===== src/rtl/dbg_write_engine.sv =====
module dbg_write_engine #(
  parameter int ADDR_BYTES = 3,
  parameter int DATA_BYTES = 4
) (
  input  logic                    clk,
  input  logic                    rst_n,
  input  logic                    rx_valid,
  input  logic [7:0]              rx_byte,
  input  logic                    core_halted,
  input  logic [7:0]              core_status,
  output logic                    tx_valid,
  output logic [7:0]              tx_byte,
  output logic                    mem_req,
  output logic [ADDR_BYTES*8-1:0] mem_addr,
  output logic [1:0]              mem_size,
  output logic [DATA_BYTES*8-1:0] mem_data,
  input  logic                    mem_ack,
  output logic                    reg_we,
  output logic [3:0]              reg_idx,
  output logic [DATA_BYTES*8-1:0] reg_data,
  output logic                    illegal
);
  localparam int AW = ADDR_BYTES * 8;
  localparam int DW = DATA_BYTES * 8;
  localparam int CW = $clog2(DATA_BYTES > ADDR_BYTES ? DATA_BYTES : ADDR_BYTES);

  typedef enum logic [2:0] {IDLE, ADDR, DATA, REQ, RDAT, DRAIN} st_t;

  st_t           st;
  logic [CW-1:0] cnt;
  logic [AW-1:0] addr;
  logic [DW-1:0] data;
  logic [1:0]    size;
  logic          ws;
  logic [3:0]    ridx;
  logic          is_mem, is_reg;
  logic [CW-1:0] last_data;

  assign is_mem = rx_byte[7:4] == 4'h1 && !rx_byte[1] && rx_byte[3:2] != 2'b11;
  assign is_reg = rx_byte[7:4] == 4'h4;
  assign last_data = size == 2'd0 ? CW'(0) : size == 2'd1 ? CW'(1) : CW'(3);

  assign mem_req  = st == REQ;
  assign mem_size = size;
  assign mem_data = data;
  assign mem_addr = {addr[AW-1:2], addr[1] & (size != 2'd2), addr[0] & (size == 2'd0)};
  assign reg_idx  = ridx;
  assign reg_data = data;

  always_ff @(posedge clk or negedge rst_n) begin
    if (!rst_n) begin
      st       <= IDLE;
      cnt      <= '0;
      addr     <= '0;
      data     <= '0;
      size     <= '0;
      ws       <= 1'b0;
      ridx     <= '0;
      tx_valid <= 1'b0;
      tx_byte  <= '0;
      reg_we   <= 1'b0;
      illegal  <= 1'b0;
    end else begin
      tx_valid <= 1'b0;
      reg_we   <= 1'b0;
      illegal  <= 1'b0;
      case (st)
        IDLE: if (rx_valid) begin
          if (is_mem) begin
            size <= rx_byte[3:2];
            ws   <= rx_byte[0];
            cnt  <= CW'(ADDR_BYTES - 1);
            data <= '0;
            st   <= ADDR;
          end else if (is_reg) begin
            ridx <= rx_byte[3:0];
            cnt  <= CW'(DATA_BYTES - 1);
            data <= '0;
            if (core_halted) st <= RDAT;
            else begin
              illegal <= 1'b1;
              st      <= DRAIN;
            end
          end else begin
            illegal <= 1'b1;
          end
        end
        ADDR: if (rx_valid) begin
          addr <= {addr[AW-9:0], rx_byte};
          if (cnt == '0) begin
            cnt <= last_data;
            st  <= DATA;
          end else cnt <= cnt - 1'b1;
        end
        DATA: if (rx_valid) begin
          data <= {data[DW-9:0], rx_byte};
          if (cnt == '0) st <= REQ;
          else cnt <= cnt - 1'b1;
        end
        REQ: if (mem_ack) begin
          st <= IDLE;
          if (ws) begin
            tx_valid <= 1'b1;
            tx_byte  <= core_status;
          end
        end
        RDAT: if (rx_valid) begin
          data <= {data[DW-9:0], rx_byte};
          if (cnt == '0) begin
            reg_we <= 1'b1;
            st     <= IDLE;
          end else cnt <= cnt - 1'b1;
        end
        DRAIN: if (rx_valid) begin
          if (cnt == '0) st <= IDLE;
          else cnt <= cnt - 1'b1;
        end
        default: st <= IDLE;
      endcase
    end
  end


  req_hold_chk: assert property (@(posedge clk) disable iff (!rst_n)
    mem_req && !mem_ack |=> mem_req && $stable(mem_addr) && $stable(mem_data) && $stable(mem_size));


  req_release_chk: assert property (@(posedge clk) disable iff (!rst_n)
    mem_req && mem_ack |=> !mem_req);


  align_chk: assert property (@(posedge clk) disable iff (!rst_n)
    mem_req |-> (mem_size != 2'd1 || !mem_addr[0]) && (mem_size != 2'd2 || mem_addr[1:0] == 2'b00));


  status_after_ack_chk: assert property (@(posedge clk) disable iff (!rst_n)
    tx_valid |-> $past(mem_req && mem_ack));


  reg_pulse_chk: assert property (@(posedge clk) disable iff (!rst_n)
    reg_we |=> !reg_we);


  illegal_pulse_chk: assert property (@(posedge clk) disable iff (!rst_n)
    illegal |=> !illegal);


  one_event_chk: assert property (@(posedge clk) disable iff (!rst_n)
    $onehot0({mem_req, reg_we, tx_valid, illegal}));
endmodule


===== config.mk =====
export PLATFORM = sky130hd
export DESIGN_NAME = dbg_write_engine
export DESIGN_NICKNAME = d
export VERILOG_FILES = /design/src/rtl/dbg_write_engine.sv
export SDC_FILE = /design/constraint.sdc
export NUM_CORES = 1
export LEC_CHECK = 0
export BUFFER_PORTS_ARGS = -buffer_cell sky130_fd_sc_hd__buf_2
export CORE_ASPECT_RATIO = 0.8
export CORE_MARGIN = 10
export CORE_UTILIZATION = 55
export CTS_CLUSTER_DIAMETER = 200
export CTS_CLUSTER_SIZE = 28
export DETAILED_ROUTE_END_ITERATION = 12
export PLACE_DENSITY = 0.86
export SYNTH_ARGS = -nofsm -noshare
export SYNTH_HDL_FRONTEND = slang
export SYNTH_SLANG_ARGS = --single-unit

===== constraint.sdc =====
create_clock -name clk -period 3.6 [get_ports clk]
set_input_delay 0.18 -clock clk [delete_from_list [all_inputs] [get_ports clk]]
set_output_delay 0.18 -clock clk [all_outputs]
set_load 0.005 [all_outputs]

; ---- Word-level counts from Yosys, hierarchy flattened
; Cells that the tools add are included.
[totals]
regBits = 79
input_bits = 21
output_inout_bits = 106
[classes]
add_sub_neg = 1
n_eq_ne = 22
muxes = 38
bitwise = 3
reduce_logical = 18
[op_table]
columns = op, count
row1 = 32-bit 2-to-1 mux, 4
row2 = 32-bit case mux with 2 select lines, 1
row3 = 3-bit 2-to-1 mux, 10
row4 = 2-bit 2-to-1 mux, 9
row5 = 2-bit != test (second input constant), 8
row6 = 3-bit case mux with 5 select lines, 1
row7 = 1-bit 2-to-1 mux, 12
row8 = 2-bit by 1-bit != test with 1-bit output (second input constant), 5
row9 = 9-bit AND reduction, 1
row10 = 4-bit AND reduction, 2
row11 = 3-bit by 2-bit equality test with 1-bit output (second input constant), 2
row12 = 3-bit equality test (second input constant), 2
row13 = 2-bit case mux with 3 select lines, 1
row14 = 3-bit AND reduction, 2
row15 = 6-bit AND reduction, 1
row16 = 4-bit by 1-bit equality test with 1-bit output (second input constant), 1
row17 = 4-bit by 3-bit equality test with 1-bit output (second input constant), 1
row18 = 2-bit logical NOT, 2
row19 = 2-bit OR reduction, 2
row20 = 3-bit by 1-bit equality test with 1-bit output (second input constant), 1
row21 = 3-bit logical NOT, 1
row22 = 3-bit != test (second input constant), 1
row23 = 3-bit nonzero test, 1
row24 = 3-bit OR reduction, 1
row25 = 8 further kinds, 10

; ---- Logic depth before layout (Yosys ltp)
; Gate-level depths: netlist (run 1).
[logic_depth]
depth_word = 6
ltp_mapped = 8

; ---- Worst setup path after synthesis (run 1)
; OpenSTA, ideal clock, no wires.
[synth_timing]
path_type = register to register
start = reg cnt[0]
end = reg cnt[1]
t_arrival_ns = 1.466
t_required_ns = 3.524
slack_ns = 2.058
path_stages_with_launch = 8
path_buffers = 1
path_cell_list = dfrtp_1 inv_1 ha_1 clkbuf_1 mux2_2 a22oi_1 o21ai_0 o21ai_1
[synth_between]
elab_chain_cells = 4
elab_cells_between_ends = 9
[synth_lines]
columns = element, line_no
row1 = "start, declared", 30  ; logic [CW-1:0] cnt;
row2 = "start signal, assigned", 72  ; cnt <= CW'(ADDR_BYTES - 1);
row3 = "start signal, assigned", 77  ; cnt <= CW'(DATA_BYTES - 1);
row4 = "start signal, assigned", 91  ; cnt <= last_data;
row5 = 2-bit by 1-bit subtractor with 2-bit output / 2-bit logical NOT (equally long branches), --
row6 = "2-bit 2-to-1 mux, on equally long branches", --
row7 = "2-bit 2-to-1 mux, on equally long branches", "107, 88"
row8 = 2-bit case mux with 3 select lines, 67  ; case (st)
; Several ways; a longest one is shown, not always the timed one. The select of a mux whose other input is x is not followed.
; A chain may end at the register's enable or synchronous reset.

; ---- Worst setup path in the final report (run 1)
[layout_timing]
start = reg st[1]
end = reg data[12], in the netlist mem_data[12]
[layout_between]
elab_chain_cells = 4
elab_cells_between_ends = 10
[layout_lines]
columns = element, line_no
row1 = "start, declared", 29  ; st_t st;
row2 = "start signal, assigned", 52  ; st <= IDLE;
row3 = "start signal, assigned", 74  ; st <= ADDR;
row4 = "start signal, assigned", 79  ; if (core_halted) st <= RDAT;
row5 = 3-bit equality test / 3-bit by 2-bit equality test with 1-bit output (equally long branches), 67
row6 = 2-bit OR reduction (no line), --
row7 = 2-bit by 1-bit != test with 1-bit output (no line) / 2-bit nonzero test (equally long branches), --
row8 = 4-bit AND reduction (no line), --
row9 = "end signal, assigned", 96  ; data <= {data[DW-9:0], rx_byte};
row10 = "end signal, assigned", 108  ; data <= {data[DW-9:0], rx_byte};
row11 = "end, declared", 32  ; logic [DW-1:0] data;
; Several ways; a longest one is shown, not always the timed one.

==> impl_metrics.ini, run 1 <==
[die]
rows = 27
die_y_um = 95.2
core-area_um2 = 6890
floorplan.initialDensity_pct = 56.4
die_area_um2 = 10900
io_pins = 127
die_w_um = 114

[critical_path]
crit_path_start = st[1]
crit_path_start_kind = flop
worstSetupPathType = reg -> reg
regToRegSetupSlack_ns = 1.26
r2r_end = mem_data[12]
rr_worst_depth = 6
crit_path_end_kind = flop
crit_path_max_fanout = 28
required_ns = 3.87
reg2reg_from = st[1]
worstPathArrival_ns = 2.61

[global_route]
grt_pass1_vias = 2626
grtUsageTotal_pct = 15.2
gr-total-overflow = 0
grt_max_degree = 80
grt_pass1_wl_mm = 13.4
antenna_found_initial = 0

[synth]
seq_area_frac_synth_pct = 50.9
yosys.area.top_type = dfrtp_1
synth_edf_count = 0
synth_top_flop_cell = dfrtp_1
syn_area_um2 = 3890
ys_types = 39
synth_nets = 370
async_reset_ff_share_pct = 100
synth_cells = 348
synth.avg_cell_area_um2 = 11.2
synth_warnings = 0
netlist_top_cells_area = dfrtp_1 51%, buf_4 11%, mux2_1 10%
synth_top_cells_by_count = 79 x dfrtp_1, 71 x nand2_1, 56 x buf_4
yosysMostFrequentCell = dfrtp_1
synth-seq-cells = 79
synth_top_area_share_pct = 50.9

[clock_network]
clock_latency_ns = 0.34
clock_path_buffers = 2
clk_pin_slew_ns = 0.08
cts_hold_buf = 0
cts_resized = 0
h-tree-depth = 3
cts_setup_buffers = 0
numCtsBuffers = 9
root_buffer = clkbuf_8
clock-sinks = 79
cts_tree = built

[drt]
ant_nets = 0
vias_per_cell = 5.20
avgRoutedWirePerCell_um = 16.4
dr.pass1.iters = 4
drc = 0
totalWireLength_mm = 8.33
drt_iter0_drc = 125
vias = 2643

[cells_and_area]
area_growth_pct = 12.8
nFillCells = 546
drive_gt1_share_pct = 43.7
num_antenna_cells = 0
nets = 439

[outcome]
status = finished with violations
violations = negative hold slack

[place]
io_buffers = 126
globalplace.congestion = 0.793
dp_hpwl_mm = 6.24

[power]
leakage_nw = 2.34
ir_drop_mv = 0.371
power_density_nw_per_um2 = 665

[sta]
fin_tns_setup_ns = 0
hold_violations = 1
fin_crit_ns = 2.34
fmax_mhz = 427
maxSlewHeadroom_pct = 28.4
setup_viol = 0
fin_skew_ns = 0.00830
holdWs_ns = -0.000105
period_share_pct = 65.0
max_slew.worst_pin.slew_ns = 1.07
rsz0062_at_grt = no
drv_slew = 0

[hold_path]
min_path_type = in -> async

[flow_run]
maxCapViolations = 0
sequential cells by signal, indices dropped and copies added, names as in the netlist, 2 cells and up:
name and count:
addr 24, cnt 2, mem_data 32, mem_size 2, reg_idx 4, st 3, tx_byte 8
critical path, stage by stage (launching register included):
cell      delay, ns
dfrtp_1        0.56
nor3_2         0.32
o41ai_4        0.15
o211ai_4       0.68
buf_4          0.38
nand2_1        0.10
o21ai_2        0.06
layer usage:
layer	track usage, %	part of all wire (%)	vias up
met5	0	0	-
met2	24.4	48	97
li1	-	-	1263
met4	3.44	0.46	0
met1	17.8	41	1276
met3	8.04	10	7
power breakdown:
part / total, W / switching, W / internal [W]
combinational: 0.000820 / 0.000440 / 0.000380
sequential: 0.00126 / 0.000166 / 0.00110
clock: 0.000835 / 0.000308 / 0.000527
total: 0.00292 / 0.000914 / 0.00200
worst max-delay path by stage:
stage                              end  depth (start not counted)
after detailed placement   mem_data[3]                          6
after floorplan                 cnt[1]                          7
after global routing      mem_data[19]                          6
after global placement        addr[23]                          3
after CTS                  mem_data[3]                          6
final                     mem_data[12]                          6
cells in the final DEF (no fill, tap or decap), types with 2 or more instances in the layout:
| cell type | n |
|---|---|
| nand2_1 | 71 |
| dfrtp_1 | 79 |
| buf_4 | 4 |
| o21ai_0 | 2 |
| nand3_1 | 3 |
| clkbuf_8 | 9 |
| and2_1 | 2 |
| mux2_1 | 35 |
| inv_1 | 4 |
| buf_2 | 125 |
| mux2_2 | 5 |
| nor2_2 | 2 |
| and3_1 | 2 |
| o21ai_2 | 28 |
| a21oi_1 | 4 |
| nor2_1 | 5 |
| bufinv_16 | 4 |
| o21ai_1 | 8 |
| o21a_1 | 2 |
| nor2b_1 | 5 |
| nor3_1 | 2 |
stage by stage:
step                cells  worst slack, ns  area (um2)  util (%)  power (W)
global route          508             1.02        4380      63.6    0.00312
detailed placement    493             1.24        4130      59.9    0.00212
finish                508             1.26        4380      63.6    0.00292
CTS                   508             1.23        4380      63.6    0.00296
global placement      493             1.37        4130      59.9    0.00207
floorplan             348             2.06        3890         -    0.00193
cell type report:
class                           count  area, um2  share of cell area [%]
Sequential cell                    79       1980                    45.1
Multi-Input combinational cell    194       1370                    31.2
Timing Repair Buffer              129        656                    15.0
Clock inverter                      6        134                    3.05
Clock buffer                        9        124                    2.83
Tap cell                           87        109                    2.48
Inverter                            4       15.0                   0.342
cells by family (layout without fill, tap and decap cells):
| group | after synthesis | after routing | synth area share (%) |
|---|---|---|---|
| xor+xnor | 1 | 1 | 0.225 |
| compound gates | 55 | 55 | 11.6 |
| buf+inv | 75 | 148 | 14.0 |
| mux | 40 | 40 | 11.6 |
| flops | 79 | 79 | 50.9 |
| simple gates | 97 | 97 | 11.5 |
| fa+ha+maj | 1 | 1 | 0.322 |
No activity file was read; power rests on OpenSTA's default activity.
==> run 2: changes to the inputs <==
CORE_UTILIZATION = 46   (was 55)
PLACE_DENSITY = 0.76   (was 0.86)
clock period = 2.15 ns   (was 3.6 ns; I/O delays follow)
==> run 2 against run 1 <==
Effect of this change:
- hold slack improved by 0.010 ns
- critical path depth fell by 2
- first-iteration DRC count up 33%
- design area is 2.3% higher
- clock skew increased by 0.0072 ns
- the flow now finishes without violations
- non-clock buffer count rose by 11
- critical endpoint is now tx_byte[1]
==> impl_metrics.ini, run 2 (synthesis results as in run 1) <==
[outcome]
status = finished clean

[critical_path]
required_ns = 2.37
r2r_end = tx_byte[1]
worstPathArrival_ns = 2.09
reg2reg_from = st[2]
crit_path_start_kind = flop
regToRegSetupSlack_ns = 0.27
worstSetupPathType = reg -> reg
rr_worst_depth = 4
crit_path_end_kind = flop
crit_path_max_fanout = 14

[sta]
rsz0062_at_grt = no
max_slew.worst_pin.slew_ns = 0.460
hold_violations = 0
fin_tns_setup_ns = 0
period_share_pct = 87.4
setup_viol = 0
maxSlewHeadroom_pct = 69.2
fin_crit_ns = 1.88
fmax_mhz = 532
fin_skew_ns = 0.0154
drv_slew = 0

[place]
dp_hpwl_mm = 6.33
place_area_um2 = 4210
globalplace.congestion = 0.798
io_buffers = 126

[power]
p_sw_w = 0.00152
power_w = 0.00454
power_density_nw_per_um2 = 1010
p_int_w = 0.00302
leakage_nw = 2.37
ir_drop_mv = 0.466
clockPowerShare_pct = 22.8
seqPwrFrac_pct = 46.2
swShare_pct = 33.5
pwr-share-comb_pct = 31.0

[clock_network]
clock_latency_ns = 0.35
clock_path_buffers = 2
clk_pin_slew_ns = 0.08
numCtsBuffers = 9
root_buffer = clkbuf_8
clock-sinks = 79
h-tree-depth = 3
cts_tree = built

[drt]
drt_iter0_drc = 166
totalWireLength_mm = 8.44
ant_nets = 0
vias = 2634
drc = 0
dr.pass1.iters = 4
avgRoutedWirePerCell_um = 15.6
vias_per_cell = 4.87

[global_route]
grt_max_degree = 79
grt_use_met1_pct = 14.9
use_met2_pct = 23.0
grt_pass1_vias = 2633
met3_usage_pct = 5.67
antenna_found_initial = 0
gr-total-overflow = 0
grt_pass1_wl_mm = 13.4
grtUsageTotal_pct = 13.4
top_usage_layer = met2

[hold_path]
min_to = tx_byte[1]
holdPathStages = 2
min_from = core_status[1]
min_path_type = in -> reg

[die]
die_w_um = 123
die_y_um = 102
floorplan.initialDensity_pct = 48.0
io_pins = 127
die_area_um2 = 12600
rows = 29
core-area_um2 = 8090

[cells_and_area]
final_area_um2 = 4490
num_antenna_cells = 0
final_common_cell = buf_2
largest_register_ffs = 32
nets = 450
final_cell_mix = 125 x buf_2, 79 x dfrtp_1, 71 x nand2_1
area_growth_pct = 15.4
drive_gt1_share_pct = 43.2
fin_util_pct = 55.5
nFillCells = 729

[flow_run]
maxCapViolations = 0
-- run 2: power by group through the flow --
stage | clock network, W | registers [W] | logic [W]
after floorplan | 0 | 0.00207 | 0.00117
after global placement | 0 | 0.00211 | 0.00140
after detailed placement | 0 | 0.00214 | 0.00143
after CTS | 0.00108 | 0.00211 | 0.00145
after global routing | 0.00113 | 0.00216 | 0.00158
final | 0.00104 | 0.00210 | 0.00141
-- run 2: metal layers --
layer | routed length [um] | up-vias
met2 | 4120 | 88
met3 | 914 | 8
met1 | 3320 | 1254
li1 | - | 1284
met5 | 0 | -
met4 | 91 | 0
-- run 2: timing repair --
action / in CTS / in global routing
hold endpoints to repair: 87 / 0
buffers inserted: 0 / 0
hold buffers: 9 / 0
resized for setup: 0 / 0
-- run 2: metrics by stage --
stage | setup WS, ns | hold slack [ns] | std cells
floorplan | 0.608 | -0.188 | 348
global placement | 0.403 | -0.102 | 516
detailed placement | 0.289 | -0.100 | 516
CTS | 0.262 | 0.0000253 | 541
global route | 0.110 | 0.00285 | 541
finish | 0.271 | 0.0103 | 541
-- run 2: layout make-up --
| type | instances | area, um2 | share of cell area, % |
|---|---|---|---|
| clock inverter | 4 | 26.3 | 0.586 |
| multi-input combinational | 194 | 1370 | 30.5 |
| clock buffer | 12 | 165 | 3.68 |
| inverter | 4 | 15.0 | 0.335 |
| tap | 108 | 135 | 3.01 |
| sequential | 79 | 1980 | 44.1 |
| timing repair buffer | 140 | 798 | 17.8 |
-- run 2: worst max-delay path: stages, from the launching register on --
cell     delay [ns]
dfrtp_1        0.54
nor2b_1        0.24
and2_1         0.19
and3_1         0.40
mux2_1         0.37
-- run 2: worst max-delay path by stage --
stage / from / to / slack, ns
2_1_floorplan: cnt[0] / cnt[1] / 0.61
3_3_place_gp: st[2] / tx_byte[1] / 0.40
3_5_place_dp: st[2] / tx_byte[1] / 0.29
4_1_cts: st[2] / tx_byte[1] / 0.26
5_1_grt: st[2] / tx_byte[7] / 0.11
6_report: st[2] / tx_byte[1] / 0.27
==> run 3: changes to the inputs <==
RECOVER_POWER = 100   (was unset)
==> run 3 against run 2 <==
Effect of this change:
- sequential share of layout area up 2.5 points
- largest power group unchanged
- largest cell class unchanged
- fmax down 1.7%
- die area unchanged
- count of clock-buffer cells in the layout unchanged
- clock skew up 0.00096 ns
- utilization down 2.9 points
- design area down 5.3%
- clock power about the same
==> impl_metrics.ini, run 3 (synthesis results as in run 1) <==
[drt]
dr.pass1.iters = 4
avgRoutedWirePerCell_um = 15.8
vias = 2629
drt_iter0_drc = 178
vias_per_cell = 4.86
drc = 0
ant_nets = 0
totalWireLength_mm = 8.57

[global_route]
top_usage_layer = met2
use_met2_pct = 23.0
grtUsageTotal_pct = 13.4
met3_usage_pct = 5.67
grt_use_met1_pct = 14.9
grt_max_degree = 79
grt_pass1_vias = 2633
antenna_found_initial = 0
gr-total-overflow = 0
grt_pass1_wl_mm = 13.4

[cells_and_area]
final_cell_mix = 81 x clkbuf_1, 79 x dfrtp_1, 71 x nand2_1
nets = 450
final_common_cell = clkbuf_1
num_antenna_cells = 0
largest_register_ffs = 32
drive_gt1_share_pct = 17.8
area_growth_pct = 9.33
fin_util_pct = 52.5

[power]
leakage_nw = 1.98
power_density_nw_per_um2 = 1040
ir_drop_mv = 0.452

[die]
die_area_um2 = 12600
die_w_um = 123
rows = 29
io_pins = 127
core-area_um2 = 8090
floorplan.initialDensity_pct = 48.0
die_y_um = 102

[hold_path]
min_from = core_status[1]
min_to = tx_byte[1]
min_path_type = in -> reg
holdPathStages = 2

[clock_network]
clock_latency_ns = 0.35
h-tree-depth = 3
root_buffer = clkbuf_8
cts_tree = built
clock_path_buffers = 2
clk_pin_slew_ns = 0.09
cts_setup_buffers = 0
numCtsBuffers = 9
clock-sinks = 79

[sta]
period_share_pct = 88.9
fin_tns_setup_ns = 0
drv_slew = 0
maxSlewHeadroom_pct = 30.2
rsz0062_at_grt = no
hold_violations = 0
max_slew.worst_pin.slew_ns = 1.05
fin_crit_ns = 1.91
fmax_mhz = 523
fin_skew_ns = 0.0164
setup_viol = 0

[place]
dp_hpwl_mm = 6.33
io_buffers = 126
globalplace.congestion = 0.798

[critical_path]
regToRegSetupSlack_ns = 0.24
crit_buf_inv = 1
slowest_delay_ns = 0.55
rr_worst_depth = 4
cp_slowest_cell = dfrtp_1
worstPathArrival_ns = 2.14
crit_path_end_kind = flop
required_ns = 2.38
r2r_end = addr[20]
crit_path_max_fanout = 24
crit_family = flip-flops
reg2reg_from = st[1]
cp_cell_sequence = nor2b_1, and2_0, clkbuf_4, mux2_1
crit_path_start_kind = flop
worstSetupPathType = reg -> reg

[outcome]
status = finished clean

[flow_run]
maxCapViolations = 0
## run 3: cell types whose count changed in the layout (fill, tap and decap cells not counted), sizes merged
cell	change
buf	-83
clkbuf	+83
## run 3: metrics by stage
stage / worst slack [ns] / hold WS, ns / std cells / power [W] / instance area (um2)
2_1_floorplan: 0.608 / -0.188 / 348 / 0.00324 / 3890
3_3_place_gp: 0.403 / -0.102 / 516 / 0.00352 / 4210
3_5_place_dp: 0.289 / -0.100 / 516 / 0.00357 / 4210
4_1_cts: 0.262 / 0.0000253 / 541 / 0.00463 / 4490
5_1_grt: 0.0963 / 0.00285 / 541 / 0.00473 / 4250
6_report: 0.238 / 0.0110 / 541 / 0.00440 / 4250
## run 3: power by group
group          total, W  switching [W]  leakage [nW]  internal [W]
clock network   0.00104       0.000525        0.0988      0.000514
logic           0.00125       0.000690         0.825      0.000564
registers       0.00211       0.000274          1.05       0.00183
## run 3: layer usage
metal,vias to the layer above,wire [um]
met5,-,0
met4,0,94
met3,8,945
met2,95,4080
met1,1251,3450
li1,1275,-
## run 3: area by class of cell
cell class              count  area [um2]
flip-flops and latches     79        1980
fillers                   813        3840
inverters                   4        15.0
clock inverters             4        26.3
multi-input cells         194        1270
well taps                 108         135
repair buffers            140         664
clock buffers              12         165
## run 3: how the worst max path moves through the flow
stage | start | endpoint | slack [ns] | cells after the start
3_3_place_gp | st[2] | tx_byte[1] | 0.40 | 4
4_1_cts | st[2] | tx_byte[1] | 0.26 | 4
3_5_place_dp | st[2] | tx_byte[1] | 0.29 | 4
6_report | st[1] | addr[20] | 0.24 | 4
5_1_grt | st[2] | tx_byte[7] | 0.1 | 4
2_1_floorplan | cnt[0] | cnt[1] | 0.61 | 7
## run 3: timing repair
action | in CTS | in global routing
hold buffers | 9 | 0
gates resized for setup | 0 | 0
endpoints found under the hold margin | 87 | 0
